===== src/rtl/rxf_pkg.sv =====
package rxf_pkg;

   localparam int unsigned IDLE_CHARS = 15;

   typedef enum logic [1:0] {
      TRG_1  = 2'b00,
      TRG_4  = 2'b01,
      TRG_8  = 2'b10,
      TRG_14 = 2'b11
   } trig_sel_e;

   function automatic int unsigned trig_level(input trig_sel_e sel);
      case (sel)
         TRG_1:   return 1;
         TRG_4:   return 4;
         TRG_8:   return 8;
         default: return 14;
      endcase
   endfunction

endpackage


===== src/rtl/rxf_store.sv =====
module rxf_store #(
   parameter int unsigned DEPTH = 16,
   parameter int unsigned DW    = 8,
   localparam int unsigned PW   = (DEPTH > 1) ? $clog2(DEPTH) : 1
) (
   input  logic          clk,
   input  logic          rst_n,
   input  logic          push,
   input  logic          pop,
   input  logic          flush,
   input  logic [DW-1:0] wdata,
   output logic [DW-1:0] head
);

   logic [DW-1:0] mem [DEPTH];
   logic [PW-1:0] wr_ptr, rd_ptr;
   logic [PW-1:0] wr_inc, rd_inc;

   generate
      if ((1 << PW) == DEPTH) begin : g_pow2
         assign wr_inc = wr_ptr + 1'b1;
         assign rd_inc = rd_ptr + 1'b1;
      end else begin : g_mod
         assign wr_inc = (wr_ptr == PW'(DEPTH - 1)) ? '0 : wr_ptr + 1'b1;
         assign rd_inc = (rd_ptr == PW'(DEPTH - 1)) ? '0 : rd_ptr + 1'b1;
      end
   endgenerate

   always_ff @(posedge clk or negedge rst_n) begin
      if (!rst_n) begin
         wr_ptr <= '0;
         rd_ptr <= '0;
      end else if (flush) begin
         wr_ptr <= '0;
         rd_ptr <= '0;
      end else begin
         if (push) wr_ptr <= wr_inc;
         if (pop)  rd_ptr <= rd_inc;
      end
   end

   always_ff @(posedge clk) begin
      if (push && !flush) mem[wr_ptr] <= wdata;
   end

   assign head = mem[rd_ptr];

endmodule


===== src/rtl/rxf_level.sv =====
module rxf_level
   import rxf_pkg::*;
#(
   parameter int unsigned DEPTH = 16,
   localparam int unsigned CW   = $clog2(DEPTH + 1)
) (
   input  logic          clk,
   input  logic          rst_n,
   input  logic          flush,
   input  logic          cfg_wr,
   input  logic [1:0]    cfg_sel,
   input  logic          push,
   input  logic          pop,
   output logic [CW-1:0] count,
   output logic          empty,
   output logic          at_cap,
   output logic          below_next
);

   logic [CW-1:0] trig_q;
   logic [CW-1:0] cnt_next;

   always_comb begin
      cnt_next = count;
      if (flush)
         cnt_next = '0;
      else if (push && !pop)
         cnt_next = count + 1'b1;
      else if (pop && !push)
         cnt_next = count - 1'b1;
   end

   assign below_next = cnt_next < trig_q;
   assign empty      = (count == '0);
   assign at_cap     = (count == CW'(DEPTH));

   always_ff @(posedge clk or negedge rst_n) begin
      if (!rst_n) begin
         count  <= '0;
         trig_q <= CW'(1);
      end else begin
         count <= cnt_next;
         if (cfg_wr) trig_q <= CW'(trig_level(trig_sel_e'(cfg_sel)));
      end
   end

endmodule


===== src/rtl/rxf_timer.sv =====
module rxf_timer #(
   parameter int unsigned TICKS = 240,
   localparam int unsigned TW   = (TICKS > 1) ? $clog2(TICKS) : 1
) (
   input  logic clk,
   input  logic rst_n,
   input  logic restart,
   input  logic stop,
   output logic expire
);

   logic          armed;
   logic [TW-1:0] left;

   always_ff @(posedge clk or negedge rst_n) begin
      if (!rst_n) begin
         armed <= 1'b0;
         left  <= '0;
      end else if (stop) begin
         armed <= 1'b0;
      end else if (restart) begin
         armed <= 1'b1;
         left  <= TW'(TICKS - 1);
      end else if (armed) begin
         if (left == '0) armed <= 1'b0;
         else            left  <= left - 1'b1;
      end
   end

   assign expire = armed && (left == '0) && !restart && !stop;

endmodule


===== src/rtl/rxf_top.sv =====
module rxf_top
   import rxf_pkg::*;
#(
   parameter int unsigned DEPTH       = 16,
   parameter int unsigned DW          = 8,
   parameter int unsigned CHAR_CYCLES = 16,
   localparam int unsigned CW         = $clog2(DEPTH + 1),
   localparam int unsigned TICKS      = IDLE_CHARS * CHAR_CYCLES
) (
   input  logic          clk,
   input  logic          rst_n,
   input  logic          rx_en,
   input  logic          rxi_en,
   input  logic          rx_valid,
   input  logic [DW-1:0] rx_data,
   input  logic          cfg_wr,
   input  logic [7:0]    cfg_data,
   input  logic          rd_pop,
   output logic [DW-1:0] rd_data,
   output logic [CW-1:0] fill_count,
   output logic          rx_full,
   output logic          rx_irq
);

   generate
      if (DEPTH < 14) begin : g_bad_depth
         $error("rxf_top: DEPTH must hold the largest trigger level (14)");
      end
      if (CHAR_CYCLES < 1) begin : g_bad_char
         $error("rxf_top: CHAR_CYCLES must be at least 1");
      end
      if (DW < 1) begin : g_bad_dw
         $error("rxf_top: DW must be at least 1");
      end
   endgenerate

   logic          flush;
   logic          empty, at_cap, below_next;
   logic          push_ok, pop_ok;
   logic          reach, restart, cancel, expire, set_evt;
   logic          full_d, irq_d;
   logic [DW-1:0] head;

   assign flush   = cfg_wr && cfg_data[1];
   assign pop_ok  = rd_pop && !empty && !flush;
   assign push_ok = rx_valid && rx_en && !at_cap && !flush;

   rxf_level #(.DEPTH(DEPTH)) u_level (
      .clk        (clk),
      .rst_n      (rst_n),
      .flush      (flush),
      .cfg_wr     (cfg_wr),
      .cfg_sel    (cfg_data[7:6]),
      .push       (push_ok),
      .pop        (pop_ok),
      .count      (fill_count),
      .empty      (empty),
      .at_cap     (at_cap),
      .below_next (below_next)
   );

   rxf_store #(.DEPTH(DEPTH), .DW(DW)) u_store (
      .clk   (clk),
      .rst_n (rst_n),
      .push  (push_ok),
      .pop   (pop_ok),
      .flush (flush),
      .wdata (rx_data),
      .head  (head)
   );

   assign reach   = push_ok && !below_next;
   assign restart = push_ok && below_next;
   assign cancel  = reach && rxi_en;

   rxf_timer #(.TICKS(TICKS)) u_timer (
      .clk     (clk),
      .rst_n   (rst_n),
      .restart (restart),
      .stop    (flush || cancel),
      .expire  (expire)
   );

   assign set_evt = reach || expire;

   always_comb begin
      full_d = rx_full;
      if (flush)                    full_d = 1'b0;
      else if (set_evt)             full_d = 1'b1;
      else if (pop_ok && below_next) full_d = 1'b0;
   end

   always_comb begin
      irq_d = rx_irq;
      if (flush || !rxi_en) irq_d = 1'b0;
      else if (set_evt)     irq_d = 1'b1;
      else if (!full_d)     irq_d = 1'b0;
   end

   always_ff @(posedge clk or negedge rst_n) begin
      if (!rst_n) begin
         rx_full <= 1'b0;
         rx_irq  <= 1'b0;
      end else begin
         rx_full <= full_d;
         rx_irq  <= irq_d;
      end
   end

   assign rd_data = empty ? '0 : head;

endmodule


===== config.mk =====
export PLATFORM = sky130hd
export DESIGN_NAME = rxf_top
export DESIGN_NICKNAME = d
export VERILOG_FILES = /design/src/rtl/rxf_pkg.sv /design/src/rtl/rxf_store.sv /design/src/rtl/rxf_level.sv /design/src/rtl/rxf_timer.sv /design/src/rtl/rxf_top.sv
export SDC_FILE = /design/constraint.sdc
export NUM_CORES = 1
export LEC_CHECK = 0
export ABC_AREA = 1
export BUFFER_PORTS_ARGS = -buffer_cell sky130_fd_sc_hd__buf_2
export CORE_MARGIN = 1
export CORE_UTILIZATION = 37
export DETAILED_ROUTE_END_ITERATION = 8
export PLACE_DENSITY = 0.65
export SLEW_MARGIN = 10
export SYNTH_ARGS = -nofsm -noshare
export SYNTH_HDL_FRONTEND = slang
export SYNTH_HIERARCHICAL = 1
export SYNTH_SLANG_ARGS = --single-unit

===== constraint.sdc =====
create_clock -name clk -period 5.22 [get_ports clk]
set_input_delay 1.566 -clock clk [delete_from_list [all_inputs] [get_ports clk]]
set_output_delay 1.566 -clock clk [all_outputs]
set_load 0.05 [all_outputs]

==> results of run 1 <==
[final timing paths]
kind / startpoint / endpoint / slack, ps / cells after the start
max: cfg_wr / rx_irq$_DFFE_PN0P_ / 650 / 26
min: u_timer/left[7]$_DFFE_PN0P_ / u_timer/left[7]$_DFFE_PN0P_ / 490 / 2
max reg2reg: u_level/count[0]$_DFF_PN0_ / rx_irq$_DFFE_PN0P_ / 720 / 29
min reg2reg: u_timer/left[7]$_DFFE_PN0P_ / u_timer/left[7]$_DFFE_PN0P_ / 490 / 2
max in group asynchronous: rst_n / u_store/rd_ptr[0]$_DFFE_PN0P_ / 3600 / 1
min in group asynchronous: rst_n / u_level/trig_q[1]$_DFFE_PN0P_ / 1160 / 1
[kinds of logic (layout without fill, tap and decap cells)]
family,after synthesis,count (layout)
multiplexers,1,1
flip-flops,156,156
buffers and inverters,173,219
XOR/XNOR,1,1
adder cells (fa/ha/maj),12,12
AND/OR/NAND/NOR,408,408
AO/OA/AOI/OAI,32,32
[state kept, by name (all words and copies together), names as in the netlist]
name / flops
rx_full: 1
rx_irq: 1
u_level/count: 5
u_level/trig_q: 4
u_store/mem: 128
u_store/rd_ptr: 4
u_store/wr_ptr: 4
u_timer/armed: 1
u_timer/left: 8
[power by group]
part	switching (mW)	internal, mW
Clock	0.507	0.754
Combinational	1.12	0.427
Sequential	0.0763	1.43
[worst register-to-register path, delay by kind of cell (launching register included)]
family | cells | cell delay [ps]
simple gates | 17 | 2270
compound gates | 3 | 630
buf+inv | 7 | 540
fa+ha+maj | 2 | 520
flops | 1 | 420
[metrics by stage]
stage | hold WS [ps] | instances | setup WS [ps]
4_1_cts | 494 | 1094 | 681
5_1_grt | 531 | 1094 | 219
3_3_place_gp | 470 | 1063 | 278
3_5_place_dp | 476 | 1063 | 242
2_1_floorplan | 452 | 783 | 316
6_report | 492 | 1094 | 653
[layout make-up]
type	instances	area share, %
tap	265	3.96
timing repair buffer	40	2.63
clock inverter	13	1.99
clock buffer	18	5.12
multi-input combinational	454	25.3
inverter	148	6.75
sequential	156	54.2
[metal layers]
| metal | share of wire, % | track usage, % | vias up |
|---|---|---|---|
| li1 | - | - | 2575 |
| met5 | 0 | 0 | - |
| met1 | 45 | 20.9 | 2416 |
| met3 | 6.8 | 4.80 | 14 |
| met4 | 1.2 | 5.94 | 0 |
| met2 | 47 | 27.9 | 156 |
[cell usage in the layout (no fill, tap or decap), types with 2 or more instances in the layout]
| master | instances |
|---|---|
| nand3_2 | 2 |
| inv_8 | 2 |
| nand3_1 | 113 |
| o21ai_2 | 2 |
| nor2_1 | 48 |
| a31oi_1 | 2 |
| nor3_1 | 3 |
| ha_1 | 12 |
| nor2_2 | 3 |
| inv_6 | 3 |
| nand2_1 | 226 |
| buf_2 | 32 |
| clkinv_2 | 2 |
| nand2_2 | 3 |
| a21oi_1 | 8 |
| inv_2 | 8 |
| o21ai_0 | 10 |
| nand2_4 | 2 |
| nand4_1 | 3 |
| buf_4 | 8 |
| edfxtp_1 | 128 |
| o21ai_1 | 5 |
| dfrtp_1 | 26 |
| clkinv_4 | 2 |
| bufinv_16 | 3 |
| inv_1 | 138 |
| clkbuf_16 | 17 |
==> results.cfg, run 1 <==
[yosys]
synth_common_cells = 226 x nand2_1, 138 x inv_1, 128 x edfxtp_1
yosys-top-cells-area = edfxtp_1 52%, nand2_1 12%, dfrtp_1 9.2%
netlist-cell-type-count = 39
synth_most_common_cell = nand2_1
synth_nets = 818
syn_area_per_cell_sq_um = 9.42
yosys_warnings = 6
synthSimpleGateAreaFrac_pct = 23.8
synth_edf_count = 128
synth-xor-area-share_pct = 0.119
netlist_area_sq_um = 7370
ys_seq_area_share_pct = 61.6
synth.mux.area_fraction_pct = 0.153
synth_fa_ha_area_share_pct = 2.04
ys_seq_elements = 156
synth_top_area_cell = edfxtp_1
yosysTopAreaCellShare_pct = 52.1
synth_top_flop_cell = edfxtp_1
synthCells = 783
synth-compound-area-share_pct = 2.63
synthArstFlopShare_pct = 17.9
synth_top_family_by_area = simple AND/OR/NAND/NOR gates

[die]
row_count = 51
die_area_sq_um = 20500
start_util_pct = 37.8
fp.dieH_microns = 143
core_area_sq_um = 19500
die_w_microns = 143
ioPinCount = 38

[critical_path]
crit_arrival_ps = 4890
path_class = input pin to register
start_kind = input pin
crit_top_cell = nand2_1
end_kind = register
cpLargestDelayFamily = simple AND/OR/NAND/NOR gates
cp_data_required_time_ps = 5540
cp_max_fo = 8
cp_slowest_stage_delay_ps = 410
cpMaxStageDelayCell = nor4_1
worst-path-buf-inv = 7

[detailed_routing]
viasPerCell = 4.72
detail_route.wl_per_cell_microns = 14.6
post-route-drc-count = 0
first_pass_iters = 5
wl_microns = 16000
dr.first_iter.drc_count = 363
vias = 5161
ant_nets = 0

[placement]
place_area_sq_um = 7790
dp_hpwl_microns = 9600
gp_congestion = 0.819
numPortBuffers = 32

[timing]
rsz0062_at_grt = false
relSlewSlack_pct = 35.9
skew_ps = 7.42
finalHoldViolCount = 0
worst_pin_slew_ps = 958
slew_violations = 0
fin_crit_sh_pct = 87.5
setup_viol = 0
finalSetupTns_ps = 0
clock.fmax_mhz = 219
finalCriticalPeriod_ps = 4570

[grt]
grt_pass1_vias = 4939
overflow = 0
grt_pass1_wl_microns = 25300
grt_max_degree = 68
globalRouteTotalUtil_pct = 16.9
antenna_found_initial = 0

[cells_and_area]
multiInputGateArea_sq_um = 2120
nets = 852
utilization_pct = 42.9
n_fill_cell = 1838
area_growth_pct = 13.7
diodes = 0
seqCellArea_sq_um = 4550
design_area_sq_um = 8380
drive_above_1_share_pct = 11.9

[clock_network]
cts_buffer_depth = 2
clkLatencyLatePin_ps = 430
cts_resized = 0
cts_setup_buffers = 0
numCtsBuffers = 17
tritoncts = built
clkTransAtPathRegs_ps = 60
h-tree-depth = 4
clock_tree.root_cell = clkbuf_16
cts-hold-fix-buffers = 0
cts.sinks = 156

[power_and_ir_drop]
power_density_nw_per_um2 = 514
p_total_mw = 4.31
ir_worst_vdd_uv = 257
leakagePower_nw = 3.78

[outcome]
status = completed

[hold_path]
min_path_type = register to register

[run]
drv_cap = 0
No activity file was read; power rests on OpenSTA's default activity.
==> run 2, diff against run 1 <==
--- a/config.mk
+++ b/config.mk
@@ -5,7 +5,7 @@
 export SDC_FILE = /design/constraint.sdc
 export NUM_CORES = 1
 export LEC_CHECK = 0
-export ABC_AREA = 1
+export ABC_AREA = 0
 export BUFFER_PORTS_ARGS = -buffer_cell sky130_fd_sc_hd__buf_2
 export CORE_MARGIN = 1
 export CORE_UTILIZATION = 37
==> run 2 against run 1 <==
Sequential power rose by 4%. Register-to-register slack worse by 130 ps. Global-route usage decreased by 1.5 points. Clock skew shrank 0.92 ps. Via count fell by 27%. Flip-flop and latch count did not move. Hold slack better by 39 ps. Sequential share of layout area up 4.1 points.
==> results.cfg, run 2 <==
[die]
die_area_sq_um = 18800
start_util_pct = 37.7
ioPinCount = 38
die_w_microns = 137
core_area_sq_um = 18000
fp.dieH_microns = 137
row_count = 49

[timing]
skew_ps = 6.50
hold_ws_ps = 531
rsz0062_at_grt = false
finalCriticalPeriod_ps = 4780
relSlewSlack_pct = 31.7
worst_pin_slew_ps = 1020
finalSetupTns_ps = 0
slew_violations = 0
finalHoldViolCount = 0
setup_viol = 0
clock.fmax_mhz = 209
fin_crit_sh_pct = 91.6
setup_ws_ps = 439

[cells_and_area]
seqCellArea_sq_um = 4550
n_fill_cell = 1621
final_cell_mix = 128 x edfxtp_1, 32 x nor2_1, 32 x buf_2
largest-register = u_store/mem
area_growth_pct = 15.0
multiInputGateArea_sq_um = 2020
layoutNonFillerInstCount = 702
top_regs = u_store/mem x128, u_timer/left x8, u_level/count x5
drive_above_1_share_pct = 23.3
largest_reg_flops = 128
design_area_sq_um = 7790
layout_commonest_cell = edfxtp_1
diodes = 0
utilization_pct = 43.3
nets = 495

[critical_path]
end_kind = register
critPathLaunch = cfg_wr
start_kind = input pin
cpMaxStageDelayCell = o2bb2a_1
path_cells = buf_2 > nand2_2 > inv_2 > nor3_4 > nand2b_1 > o2bb2a_1 > xor2_1 > nor2_1 > ha_1 > o21a_1 > o21a_1 > a221oi_2 > inv_1 > nor4_1 > buf_4 > o21ba_2 > o21a_1 > and4_4 > o21ai_1
cp_data_required_time_ps = 5520
cpLargestDelayFamily = compound AO/OA/AOI/OAI gates
cp_max_fo = 9
worst-path-buf-inv = 4
path_class = input pin to register
cp_slowest_stage_delay_ps = 350
r2r-start = u_level/count[0]$_DFF_PN0_
ff2ff_setup_slack_ps = 590
crit_arrival_ps = 5080
crit_top_cell = o21a_1

[outcome]
status = completed

[placement]
place_area_sq_um = 7220
numPortBuffers = 32
dp.cells = 670
dp_hpwl_microns = 8680
dp_slack_ps = -8.41
gp_congestion = 0.810

[power_and_ir_drop]
power_density_nw_per_um2 = 503
leakagePower_nw = 2.74
switching_share_pct = 33.5
pwr-share-clk_pct = 30.3
intPower_mw = 2.61
p_comb_share_pct = 29.9
p_total_mw = 3.92
ir_worst_vdd_uv = 289
seqPwrFrac_pct = 39.9
p_sw_mw = 1.31

[yosys]
synthCells = 408
synth-compound-area-share_pct = 5.56
synth_edf_count = 128
synth_most_common_cell = edfxtp_1
synth_top_flop_cell = edfxtp_1
yosysTopAreaCellShare_pct = 56.8
ys_seq_area_share_pct = 67.2
netlist_area_sq_um = 6770
synth_fa_ha_area_share_pct = 2.22
synth_nets = 443
synthArstFlopShare_pct = 17.9
synthSimpleGateAreaFrac_pct = 8.80
synth.mux.area_fraction_pct = 11.7
synth-xor-area-share_pct = 1.55
yosys-top-cells-area = edfxtp_1 57%, dfrtp_1 10%, mux4_2 6.3%
yosys_warnings = 6
netlist-cell-type-count = 58
ys_seq_elements = 156
syn_area_per_cell_sq_um = 16.6
synth_top_family_by_area = multiplexers
synth_common_cells = 128 x edfxtp_1, 32 x nor2_1, 27 x dfrtp_1
synth_top_area_cell = edfxtp_1

[clock_network]
cts.sinks = 156
clkTransAtPathRegs_ps = 60
cts_buffer_depth = 2
cts_resized = 0
cts_setup_buffers = 0
tritoncts = built
clock_tree.root_cell = clkbuf_16
cts-hold-fix-buffers = 0
h-tree-depth = 4
numCtsBuffers = 17
clkLatencyLatePin_ps = 420

[grt]
grt_max_degree = 29
grt_pass1_wl_microns = 20600
overflow = 0
antenna_found_initial = 0
globalRouteTotalUtil_pct = 15.3
grt_pass1_vias = 3825

[detailed_routing]
wl_microns = 13100
viasPerCell = 5.35
dr.first_iter.drc_count = 235
ant_nets = 0
first_pass_iters = 5
vias = 3755
post-route-drc-count = 0
detail_route.wl_per_cell_microns = 18.7

[hold_path]
hp-start = u_level/trig_q[0]$_DFFE_PN1P_
min_path_type = register to register

[run]
drv_cap = 0
==> run 2: cell types whose count changed after synthesis, sizes merged, moves of 12 or more <==
cell   delta
mux4     +32
a22oi    +16
nand3   -109
o21ai    -12
nand2   -208
inv     -130
buf      -14
nor2     -19
==> run 2: kinds of logic after synthesis <==
group,Yosys count
AO/OA/AOI/OAI,48
flip-flops,156
AND/OR/NAND/NOR,112
XOR/XNOR,12
multiplexers,34
adder cells (fa/ha/maj),12
buffers and inverters,34
==> run 2: routing by layer <==
layer | GRT usage [%] | vias up | share of wire [%]
li1 | - | 1710 | -
met1 | 19.3 | 1933 | 43
met2 | 25.1 | 94 | 50
met3 | 4.45 | 18 | 5.6
met4 | 5.68 | 0 | 1.5
met5 | 0 | - | 0
==> run 2: cell type report <==
type	count	share of cell area, %
repair buffers	49	3.86
inverters	18	0.868
flip-flops and latches	156	58.4
multi-input cells	218	25.9
clock buffers	17	5.46
well taps	229	3.68
clock inverters	15	1.83
==> run 2: worst paths after layout <==
path                                                 end  cells after the start
min in group asynchronous    u_timer/left[6]$_DFFE_PN0P_                      1
hold / removal             u_level/trig_q[0]$_DFFE_PN1P_                      2
setup / recovery             u_timer/left[5]$_DFFE_PN0P_                     19
max in group asynchronous  u_store/rd_ptr[0]$_DFFE_PN0P_                      1
hold reg to reg            u_level/trig_q[0]$_DFFE_PN1P_                      2
setup reg to reg             u_timer/left[5]$_DFFE_PN0P_                     21
==> run 2: power groups by stage <==
| stage | sequential (mW) | clock (mW) | combinational, mW |
|---|---|---|---|
| after CTS | 1.56 | 1.22 | 1.18 |
| after detailed placement | 1.59 | 0 | 1.18 |
| after floorplan | 1.58 | 0 | 0.919 |
| final | 1.56 | 1.19 | 1.17 |
| after global placement | 1.58 | 0 | 1.16 |
| after global routing | 1.58 | 1.27 | 1.26 |
==> run 2: worst min-delay path, cell delays in order (launching register included) <==
cell     delay (ps)
dfstp_2         360
inv_1            70
o21ai_0         100
